### src/rtl/dac_port_pkg.sv
package dac_port_pkg;

  localparam int unsigned DW          = 8;
  localparam int unsigned SEL_W       = 2;
  localparam int unsigned CMD_HI_BIT  = 7;
  localparam int unsigned CMD_16_BIT  = 6;
  localparam int unsigned CMD_LAT_BIT = 5;
  localparam logic [DW-1:0] MASK_RST  = 8'hFF;

  typedef enum logic [SEL_W-1:0] {
    SEL_MASK = 2'd0,
    SEL_RIDX = 2'd1,
    SEL_WIDX = 2'd2,
    SEL_DATA = 2'd3
  } reg_sel_e;

  typedef enum logic [1:0] {
    MODE_PAL   = 2'd0,
    MODE_RGB15 = 2'd1,
    MODE_RGB16 = 2'd2
  } color_mode_e;

  function automatic color_mode_e decode_mode(input logic [DW-1:0] cmd);
    if (!cmd[CMD_HI_BIT])     return MODE_PAL;
    else if (cmd[CMD_16_BIT]) return MODE_RGB16;
    else                      return MODE_RGB15;
  endfunction

endpackage

### src/rtl/dac_unlock_seq.sv
module dac_unlock_seq #(
  parameter int unsigned UNLOCK_READS = 4
) (
  input  logic clk,
  input  logic rst_n,
  input  logic mask_rd,
  input  logic mask_wr,
  input  logic other_acc,
  output logic unlocked,
  output logic count_hit,
  output logic relock_evt
);
  localparam int unsigned CNT_W = (UNLOCK_READS > 2) ? $clog2(UNLOCK_READS) : 1;
  localparam logic [CNT_W-1:0] LAST = CNT_W'(UNLOCK_READS - 1);

  logic [CNT_W-1:0] cnt_q;

  assign count_hit  = !unlocked && mask_rd && (cnt_q == LAST);
  assign relock_evt = other_acc;

  always_ff @(posedge clk) begin
    if (!rst_n) begin
      cnt_q    <= '0;
      unlocked <= 1'b0;
    end else if (other_acc) begin
      cnt_q    <= '0;
      unlocked <= 1'b0;
    end else if (!unlocked) begin
      if (mask_wr)        cnt_q <= '0;
      else if (count_hit) begin
        cnt_q    <= '0;
        unlocked <= 1'b1;
      end else if (mask_rd) cnt_q <= cnt_q + 1'b1;
    end
  end
endmodule

### src/rtl/dac_reg_store.sv
module dac_reg_store
  import dac_port_pkg::*;
(
  input  logic          clk,
  input  logic          rst_n,
  input  logic          wr_en,
  input  logic [SEL_W-1:0] sel,
  input  logic          unlocked,
  input  logic [DW-1:0] wdata,
  output logic [DW-1:0] mask_q,
  output logic [DW-1:0] cmd_q,
  output logic [DW-1:0] ridx_q,
  output logic [DW-1:0] widx_q
);
  logic we_mask, we_cmd, we_ridx, we_widx;

  assign we_mask = wr_en && (sel == SEL_MASK) && !unlocked;
  assign we_cmd  = wr_en && (sel == SEL_MASK) &&  unlocked;
  assign we_ridx = wr_en && (sel == SEL_RIDX);
  assign we_widx = wr_en && (sel == SEL_WIDX);

  always_ff @(posedge clk) begin
    if (!rst_n) begin
      mask_q <= MASK_RST;
      cmd_q  <= '0;
      ridx_q <= '0;
      widx_q <= '0;
    end else begin
      if (we_mask) mask_q <= wdata;
      if (we_cmd)  cmd_q  <= wdata;
      if (we_ridx) ridx_q <= wdata;
      if (we_widx) widx_q <= wdata;
    end
  end
endmodule

### src/rtl/dac_read_mux.sv
module dac_read_mux
  import dac_port_pkg::*;
(
  input  logic             rd_en,
  input  logic [SEL_W-1:0] sel,
  input  logic             unlocked,
  input  logic [DW-1:0]    mask_q,
  input  logic [DW-1:0]    cmd_q,
  input  logic [DW-1:0]    ridx_q,
  input  logic [DW-1:0]    widx_q,
  output logic [DW-1:0]    rdata
);
  always_comb begin
    rdata = '0;
    if (rd_en) begin
      unique case (reg_sel_e'(sel))
        SEL_MASK: rdata = unlocked ? cmd_q : mask_q;
        SEL_RIDX: rdata = ridx_q;
        SEL_WIDX: rdata = widx_q;
        SEL_DATA: rdata = '0;
        default:  rdata = '0;
      endcase
    end
  end
endmodule

### src/rtl/dac_host_port.sv
module dac_host_port
  import dac_port_pkg::*;
#(
  parameter int unsigned UNLOCK_READS = 4
) (
  input  logic       clk,
  input  logic       rst_n,
  input  logic [1:0] reg_sel,
  input  logic       rd_stb,
  input  logic       wr_stb,
  input  logic [7:0] wr_data,
  output logic [7:0] rd_data,
  output logic [7:0] pixel_mask,
  output logic [1:0] color_mode,
  output logic       two_clk_latch
);
  logic rd_en, wr_en, mask_rd, mask_wr, other_acc;
  logic unlocked, count_hit, relock_evt;
  logic [DW-1:0] cmd_q, ridx_q, widx_q;

  assign wr_en     = wr_stb;
  assign rd_en     = rd_stb && !wr_stb;
  assign mask_rd   = rd_en && (reg_sel == SEL_MASK);
  assign mask_wr   = wr_en && (reg_sel == SEL_MASK);
  assign other_acc = (rd_en || wr_en) && (reg_sel != SEL_MASK);

  dac_unlock_seq #(.UNLOCK_READS(UNLOCK_READS)) u_seq (
    .clk(clk), .rst_n(rst_n), .mask_rd(mask_rd), .mask_wr(mask_wr),
    .other_acc(other_acc), .unlocked(unlocked), .count_hit(count_hit),
    .relock_evt(relock_evt)
  );

  dac_reg_store u_regs (
    .clk(clk), .rst_n(rst_n), .wr_en(wr_en), .sel(reg_sel),
    .unlocked(unlocked), .wdata(wr_data), .mask_q(pixel_mask),
    .cmd_q(cmd_q), .ridx_q(ridx_q), .widx_q(widx_q)
  );

  dac_read_mux u_rmux (
    .rd_en(rd_en), .sel(reg_sel), .unlocked(unlocked), .mask_q(pixel_mask),
    .cmd_q(cmd_q), .ridx_q(ridx_q), .widx_q(widx_q), .rdata(rd_data)
  );

  assign color_mode    = decode_mode(cmd_q);
  assign two_clk_latch = cmd_q[CMD_LAT_BIT];
endmodule

### config.mk
export PLATFORM = sky130hd
export DESIGN_NAME = dac_host_port
export DESIGN_NICKNAME = d
export VERILOG_FILES = /design/src/rtl/dac_port_pkg.sv /design/src/rtl/dac_unlock_seq.sv /design/src/rtl/dac_reg_store.sv /design/src/rtl/dac_read_mux.sv /design/src/rtl/dac_host_port.sv
export SDC_FILE = /design/constraint.sdc
export NUM_CORES = 1
export LEC_CHECK = 0
export BUFFER_PORTS_ARGS = -buffer_cell sky130_fd_sc_hd__buf_2
export CORE_MARGIN = 5
export CORE_UTILIZATION = 35
export CTS_CLUSTER_SIZE = 25
export DETAILED_ROUTE_END_ITERATION = 16
export HOLD_SLACK_MARGIN = 0.05
export PLACE_DENSITY = 0.52
export SLEW_MARGIN = 20
export SYNTH_ARGS = -nofsm -noshare
export SYNTH_HDL_FRONTEND = slang
export SYNTH_SLANG_ARGS = --single-unit
### constraint.sdc
create_clock -name clk -period 2.15 [get_ports clk]
set_input_delay 0.645 -clock clk [delete_from_list [all_inputs] [get_ports clk]]
set_output_delay 0.645 -clock clk [all_outputs]
set_load 0.05 [all_outputs]
==> metrics.md, run 1 <==
| Metric | Value |
|---|---|
| Hold depth | 2 |
| DR WL/cell | 14.7 um |
| Initial antenna violation count | 0 |
| Worst path max stage delay | 0.17 ns |
| Clock root cell | clkbuf_8 |
| Sequential-to-total area share from yosys stat | 42.3% |
| Biggest area consumer among synthesized cells | dfxtp_1 |
| Drt first pass iters | 4 |
| Lkg Pwr | 0.865 nW |
| Synth Area in Compound Gates | 18.1% |
| Crit path DAT | 1.48 ns |
| Yosys cell types | 26 |
| Post-synth top area share | 42.3% |
| Synth Area per Inst | 8.17 um^2 |
| Drt drc | 0 |
| Die ar. | 6210 um^2 |
| Vias in the first global route | 1474 |
| Grt ovf | 0 |
| Worst-Margin Slew | 0.515 ns |
| Largest net degree at the start of global routing | 30 |
| FFs w/ async S/R, synth | 0% |
| XOR/XNOR share of the synthesized area | 0% |
| Clock transition at path regs | 0.08 ns |
| DRT antenna net count | 0 |
| Worst-Skew Late Latency | 0.29 ns |
| Power per cell area | 658 nW/um^2 |
| Period minus WS final | 2.12 ns |
| Worst EP required | 1.50 ns |
| H-Tree Depth | 2 |
| Crit path kind | in2out |
| Hold Crit Class | reg2reg |
| Worst path cell trace | buf_8 > nor2b_4 > buf_6 > a22oi_2 > a21oi_4 > buf_6 |
| Synth Area in Simple Gates | 27.4% |
| Clock skew | 0.00721 ns |
| Final HPWL from detailed placement | 3150 um |
| Fillers | 470 |
| RSZ-0062 raised after global routing | yes |
| Die W | 78.8 um |
| Initial Utilization | 35.6% |
| Vias/cell | 5.12 |
| Layout cells sized above 1 | 37.1% |
| First-pass GRT wire length | 7260 um |
| DP Area | 2070 um^2 |
| CTS Sinks | 35 |
| Yosys warns | 0 |
| Post-synth EDFFs | 0 |
| Reg2reg path depth | 4 |
| Final wirelength | 4410 um |
| Max-cap viol count | 0 |
| Status | finished, final reports clean |
| Core Region | 4660 um^2 |
| Synth Cell Area | 1660 um^2 |
| Period utilization | 98.8% |
| Worst path slowest cell | a21oi_4 |
| Met3 wire len | 226 um |
| Num ports | 33 |
| IO Port Bufs | 32 |
| Max Clk Rate | 471 MHz |
| Largest family of logic cells by synthesized area | simple AND/OR/NAND/NOR gates |
| Design area | 2310 um^2 |
| Startpoint Class | input port |
| Mapped Cells | 203 |
| Adder-Cell Fraction of Synth Area | 0.755% |
| Final setup viols | 0 |
| Synth area leaders | dfxtp_1 42%, nand2_1 11%, nand3_1 9.7% |
| Critical path capture point type | output pin |
| Peak supply drop | 0.254 mV |
| Number of synthesized register bits | 35 |
| Hold Fails Final Rpt | 0 |
| Slew Limit Fails | 0 |
| Hold_buf cts | 0 |
| Met2 Wirelength | 1960 um |
| Cts bufs inserted | 5 |
| Max Buffers Root-to-Sink | 2 |
| Top FF cell, synth | dfxtp_1 |
| CTS tree | yes |
| Relative slew slack | 65.7% |
| Die height | 78.8 um |
| Multiplexer share of the synthesized area | 5.43% |
| Fin Hold WS | 0.458 ns |
| Routed met1 length | 2160 um |
| Area Overhead vs Synth | 39.2% |
| Gpl congestion | 0.746 |
| CP most frequent cell | buf_6 |
| Antenna cells | 0 |
| Post-Syn Nets | 218 |
| Routed vias | 1532 |
| Max layer used | met4 |
| Tot GR Track Use | 15.1% |
| # nets final | 259 |
| # rows | 25 |
| Drt initial violations | 46 |
| CP max FO | 6 |
[flip-flops by register name, summed over array words and instances, names as in the netlist]
| register | flops |
|---|---|
| u_regs.cmd_q | 8 |
| u_regs.mask_q | 8 |
| u_regs.ridx_q | 8 |
| u_regs.widx_q | 8 |
| u_seq.cnt_q | 2 |
| u_seq.unlocked | 1 |
[worst max-delay path, delay by kind of cell]
kind / cells / cell delay (ns)
buf+inv: 3 / 0.40
compound gates: 2 / 0.27
simple gates: 1 / 0.16
[cells in the mapped netlist, types with 3 or more instances]
master	count
nor2b_1	3
dfxtp_1	35
a21oi_1	8
o21ai_0	9
buf_2	9
a22oi_1	8
a21boi_0	17
nand2_1	48
clkbuf_1	5
nand3_1	32
nor2_1	3
mux2_2	8
[report_power, final]
group	total [W]	internal [W]	switching [W]	leakage (nW)
Combinational	0.000238	0.0000929	0.000145	0.522
Sequential	0.000677	0.000665	0.0000126	0.285
Clock	0.000604	0.000345	0.000258	0.0581
[metal layers]
layer / up-vias / GRT usage, %
li1: 788 / -
met1: 706 / 20.4
met2: 31 / 23.4
met3: 7 / 3.97
met4: 0 / 5.15
met5: - / 0
[worst paths after layout]
check / start / endpoint / slack, ns
setup / recovery: reg_sel[1] / rd_data[0] / 0.03
hold / removal: u_regs.cmd_q[3] / u_regs.cmd_q[3] / 0.46
setup reg to reg: u_seq.unlocked / u_regs.mask_q[0] / 0.60
hold reg to reg: u_regs.cmd_q[3] / u_regs.cmd_q[3] / 0.46
[cell families after synthesis]
family          Yosys count
simple gates             95
compound gates           45
flops                    35
buf+inv                  19
mux                       8
fa+ha+maj                 1
[cell usage in the layout, fill, tap and decap left out]
cell       count
a21boi_0      17
a21o_1         1
a21oi_4        8
a22oi_2        8
a32o_1         2
and2_1         1
and4bb_2       1
buf_12         1
buf_2         22
buf_4         17
buf_6         10
buf_8          3
bufinv_16      1
clkbuf_8       5
clkinv_2       1
clkinv_4       1
dfxtp_1       34
dfxtp_4        1
ha_1           1
mux2_2         8
nand2_1       48
nand2b_1       1
nand3_1       32
nand3b_1       2
nand4b_1       1
nor2_1         3
nor2b_1        1
nor2b_4        2
nor4b_2        1
nor4bb_2       1
o21ai_0        9
or4b_1         1
[repair_timing]
| item | CTS | global route |
|---|---|---|
| hold endpoints to repair | 0 | 0 |
| setup buffers | 1 | 0 |
| setup endpoints to repair | 8 | 8 |
| pin swaps | 9 | 5 |
| gates resized for setup | 28 | 6 |
| cloned | 2 | 0 |
[through the flow]
stage | worst slack [ns] | util [%] | setup TNS [ns] | power [W] | instances
after global placement | -0.117 | 44.4 | -0.814 | 0.000912 | 288
after CTS | 0.00201 | 49.1 | 0 | 0.00153 | 299
final | 0.0259 | 49.5 | 0 | 0.00152 | 299
after detailed placement | -0.121 | 44.4 | -0.901 | 0.000911 | 288
after floorplan | -0.0706 | - | -0.534 | 0.000845 | 203
after global routing | -0.00919 | 49.5 | -0.00919 | 0.00159 | 299
[area by class of cell]
type	count	area, um^2	share of cell area, %
clock inverter	3	43.8	1.90
clock buffer	5	68.8	2.98
timing repair buffer	53	415	18.0
sequential	35	704	30.5
tap	54	67.6	2.93
multi-input combinational	149	1010	43.7
No activity file was read; power rests on OpenSTA's default activity.
==> run 2: changes to the inputs <==
- CORE_ASPECT_RATIO: unset -> 0.9
==> run 2 against run 1 <==
Net effect:
- register-to-register slack is essentially flat
- final cell count grew 2.3%
- largest cell class unchanged
- critical path type unchanged
- highest routed layer unchanged
- power grew 7.3%
- flip-flop and latch count is the same
==> metrics.md, run 2 (same netlist as run 1, synthesis figures left out) <==
| Metric | Value |
|---|---|
| H-Tree Depth | 2 |
| Slew Limit Fails | 0 |
| Crit path DAT | 1.48 ns |
| Met1 Use GR | 19.6% |
| Largest net degree at the start of global routing | 28 |
| Vias/cell | 5.12 |
| Clock skew | 0.00670 ns |
| Hold Crit Class | reg2reg |
| Initial Utilization | 36.7% |
| CP most frequent cell | buf_6 |
| Worst EP required | 1.50 ns |
| Core Region | 4520 um^2 |
| Drt drc | 0 |
| Die W | 82.5 um |
| DRT antenna net count | 0 |
| Reg area | 704 um^2 |
| # rows | 23 |
| Cts bufs inserted | 5 |
| Total chip power | 0.00163 W |
| Lkg Pwr | 0.866 nW |
| Clock transition at path regs | 0.08 ns |
| Vias in the first global route | 1499 |
| Initial antenna violation count | 0 |
| Worst path slowest cell | a22oi_2 |
| Relative slew slack | 70.9% |
| IO Port Bufs | 32 |
| M3 GR Usage | 4.02% |
| Drt first pass iters | 4 |
| Drt initial violations | 118 |
| Startpoint Class | input port |
| Crit path kind | in2out |
| Worst-Skew Late Latency | 0.29 ns |
| Final setup viols | 0 |
| First-pass GRT wire length | 7190 um |
| Fin Hold WS | 0.466 ns |
| DR WL/cell | 15.1 um |
| Peak supply drop | 0.375 mV |
| CTS tree | yes |
| Max Buffers Root-to-Sink | 2 |
| Critical path capture point type | output pin |
| Worst setup margin | 0.0289 ns |
| Most common cell after layout, fill and taps aside | nand2_1 |
| Antenna cells | 0 |
| Max Clk Rate | 471 MHz |
| Area Overhead vs Synth | 41.1% |
| Fillers | 450 |
| Multi-input gate area | 1020 um^2 |
| CP max FO | 6 |
| Power per cell area | 697 nW/um^2 |
| Max-cap viol count | 0 |
| Utilization after layout | 51.8% |
| Final HPWL from detailed placement | 3290 um |
| Num ports | 33 |
| CTS Sinks | 35 |
| Grt ovf | 0 |
| Worst path max stage delay | 0.22 ns |
| Final wirelength | 4610 um |
| RSZ-0062 raised after global routing | no |
| Clock root cell | clkbuf_8 |
| Worst-Margin Slew | 0.437 ns |
| Tot GR Track Use | 15.3% |
| Status | finished, final reports clean |
| # nets final | 258 |
| Period utilization | 98.7% |
| Worst path cell trace | buf_8 > nor2b_4 > buf_6 > a22oi_2 > a21oi_4 > buf_6 |
| Period minus WS final | 2.12 ns |
| GRT busiest layer | met2 |
| Most frequent cells in the layout | 48 x nand2_1, 34 x dfxtp_1, 32 x nand3_1 |
| Routed vias | 1566 |
| Die ar. | 6210 um^2 |
| Layout cells sized above 1 | 37.3% |
| Hold Fails Final Rpt | 0 |
| GRT met2 Usage | 25.7% |
| Setup WS pre-CTS | -0.141 ns |
| Die height | 75.3 um |
| Gpl congestion | 0.746 |
run 2: layer usage:
layer / up-vias / share of wire [%]
met4: 0 / 0.89
met5: - / 0
met3: 4 / 5.2
met2: 34 / 47
met1: 740 / 47
li1: 788 / -
run 2: repair_timing:
item	4_1_cts	5_1_grt
pin swaps	8	4
gates resized for setup	27	9
hold buffers	0	0
endpoints found under the setup margin	8	8
buffers inserted	0	2
gates cloned	1	1
run 2: final cells by class:
type / count / share of cell area, %
Timing Repair Buffer: 52 / 17.3
Sequential cell: 35 / 30.1
Multi-Input combinational cell: 149 / 43.4
Clock inverter: 3 / 2.89
Tap cell: 62 / 3.32
Clock buffer: 5 / 2.94
run 2: final timing paths:
kind                   startpoint                to  slack [ns]  cells past startpoint
hold reg to reg   u_regs.cmd_q[4]   u_regs.cmd_q[4]        0.47                      2
hold / removal    u_regs.cmd_q[4]   u_regs.cmd_q[4]        0.47                      2
setup reg to reg   u_seq.unlocked  u_regs.mask_q[2]        0.59                      4
setup / recovery       reg_sel[1]        rd_data[7]        0.03                      6
run 2: report_power, final:
part / total (W) / switching [W] / internal, W
Combinational: 0.000240 / 0.000148 / 0.0000924
Sequential: 0.000677 / 0.0000121 / 0.000665
Clock: 0.000712 / 0.000250 / 0.000463
run 2: stage by stage:
step / std cells / area (um^2) / setup TNS (ns)
2_1_floorplan: 203 / 1810 / -0.534
3_3_place_gp: 294 / 2060 / -0.812
3_5_place_dp: 294 / 2060 / -0.983
4_1_cts: 303 / 2290 / 0
5_1_grt: 306 / 2340 / 0
6_report: 306 / 2340 / 0
run 2: critical path, delay by kind of cell:
kind                   cells  cell delay (ns)
buffers and inverters      3             0.40
and+or+nand+nor            1             0.13
AOI/OAI and AO/OA          2             0.30
==> run 3: changes to the inputs <==
- CORE_UTILIZATION: 35 -> 30
- PLACE_DENSITY: 0.52 -> 0.46
==> run 3 against run 2 <==
Net effect:
- routed wire length fell by 2.4%
- worst hold slack worse by 0.0069 ns
- flip-flop and latch count unchanged
- highest routed layer unchanged
- critical path depth stayed put
- non-clock buffer count is 2 lower
- clock skew shrank 0.0059 ns
- die area grew 14%
==> metrics.md, run 3 (same netlist as run 1, synthesis figures left out) <==
| Metric | Value |
|---|---|
| Status | finished, final reports clean |
| H-Tree Depth | 2 |
| # Post-CTS Setup Buffers | 0 |
| Worst path cell trace | buf_8 > nor2b_4 > buf_6 > a22oi_2 > a21oi_4 > buf_6 |
| Grt ovf | 0 |
| Hold_buf cts | 0 |
| Relative slew slack | 75.1% |
| Hold Path Origin | u_regs.cmd_q[3] |
| Die height | 80.5 um |
| Peak supply drop | 0.274 mV |
| CP max FO | 7 |
| Lkg Pwr | 0.839 nW |
| Antenna cells | 0 |
| Crit path DAT | 1.47 ns |
| Worst-Skew Late Latency | 0.28 ns |
| DRT antenna net count | 0 |
| Area Overhead vs Synth | 37.6% |
| Clock root cell | clkbuf_8 |
| Routed vias | 1510 |
| Layout cells sized above 1 | 35.7% |
| Reg2reg path depth | 4 |
| Hold Fails Final Rpt | 0 |
| Hold depth | 2 |
| Clock transition at path regs | 0.07 ns |
| Worst EP required | 1.50 ns |
| Cts bufs inserted | 5 |
| Drt first pass iters | 4 |
| Gpl congestion | 0.694 |
| Max Buffers Root-to-Sink | 2 |
| Initial antenna violation count | 0 |
| CTS Sinks | 35 |
| Worst path max stage delay | 0.17 ns |
| Period utilization | 98.6% |
| Reg-to-reg endpoint | u_regs.mask_q[6] |
| CTS tree | yes |
| Vias in the first global route | 1461 |
| IO Port Bufs | 32 |
| Die ar. | 7120 um^2 |
| CP bufs+invs | 3 |
| # nets final | 256 |
| Drt initial violations | 57 |
| # rows | 25 |
| Critical path capture point type | output pin |
| Core Region | 5320 um^2 |
| Worst-Margin Slew | 0.372 ns |
| Drt drc | 0 |
| Most common cell after layout, fill and taps aside | nand2_1 |
| Slew Limit Fails | 0 |
| CP most frequent cell | buf_6 |
| Final setup viols | 0 |
| Reg-to-reg critical path startpoint | u_seq.unlocked |
| Setup WS pre-CTS | -0.135 ns |
| Most frequent cells in the layout | 48 x nand2_1, 34 x dfxtp_1, 32 x nand3_1 |
| Startpoint Class | input port |
| Largest net degree at the start of global routing | 35 |
| Final HPWL from detailed placement | 3280 um |
| Num ports | 33 |
| Hold Crit Class | reg2reg |
| Die W | 88.4 um |
| Worst path slowest cell | buf_6 |
| Worst setup margin | 0.0301 ns |
| RSZ-0062 raised after global routing | yes |
| Clock skew | 0.000841 ns |
| Vias/cell | 4.90 |
| Final wirelength | 4500 um |
| Utilization after layout | 42.9% |
| Period minus WS final | 2.12 ns |
| Max Clk Rate | 472 MHz |
| R2R setup slack | 0.60 ns |
| Initial Utilization | 31.2% |
| Worst Hold Endpoint | u_regs.cmd_q[3] |
| Power per cell area | 647 nW/um^2 |
| Tot GR Track Use | 13.5% |
| Crit path max-delay family | buffers and inverters |
| DR WL/cell | 14.6 um |
| Crit path kind | in2out |
| First-pass GRT wire length | 7310 um |
| Max-cap viol count | 0 |
run 3: how the worst max path moves through the flow:
stage | start | endpoint | slack, ns | cells past startpoint
finish | reg_sel[1] | rd_data[0] | 0.03 | 6
global route | reg_sel[1] | rd_data[0] | -0.03 | 6
CTS | reg_sel[1] | rd_data[0] | 0.002 | 6
detailed placement | reg_sel[1] | rd_data[0] | -0.14 | 6
global placement | reg_sel[1] | rd_data[0] | -0.14 | 6
floorplan | reg_sel[0] | rd_data[0] | -0.07 | 6
run 3: metal layers:
layer  vias up  global-route usage [%]  share of wire (%)
li1        778                       -                  -
met1       685                    18.9                 50
met2        35                    19.5                 42
met3        12                    3.69                5.5
met4         0                    5.44                2.6
met5         -                       0                  0
run 3: metrics by stage:
| step | total power (W) | hold WS [ns] | cells | instance area (um^2) | setup TNS (ns) |
|---|---|---|---|---|---|
| final | 0.00148 | 0.459 | 308 | 2280 | 0 |
| after global placement | 0.000913 | 0.444 | 300 | 2080 | -0.982 |
| after CTS | 0.00150 | 0.462 | 308 | 2270 | 0 |
| after global routing | 0.00155 | 0.487 | 308 | 2280 | -0.128 |
| after detailed placement | 0.000912 | 0.450 | 300 | 2080 | -0.961 |
| after floorplan | 0.000845 | 0.432 | 203 | 1810 | -0.534 |
run 3: timing repair:
item	in CTS	in global routing
endpoints found under the setup margin	8	8
pin swaps	7	1
cloned	1	0
resized for setup	28	2
run 3: power by group:
group | switching, W | internal, W
logic | 0.000145 | 0.0000878
clock network | 0.000226 | 0.000340
registers | 0.0000126 | 0.000665
run 3: tightest hold or removal path, delay by kind of cell, from the launching register on:
kind / cells / cell delay, ns
flip-flops: 1 / 0.31
AND/OR/NAND/NOR: 1 / 0.05
AO/OA/AOI/OAI: 1 / 0.06
run 3: area by class of cell:
class	instances	area, um^2
Clock buffer	6	72.6
Clock inverter	1	30.0
Fill cell	546	3040
Multi-Input combinational cell	149	1010
Sequential cell	35	704
Tap cell	67	83.8
Timing Repair Buffer	50	382
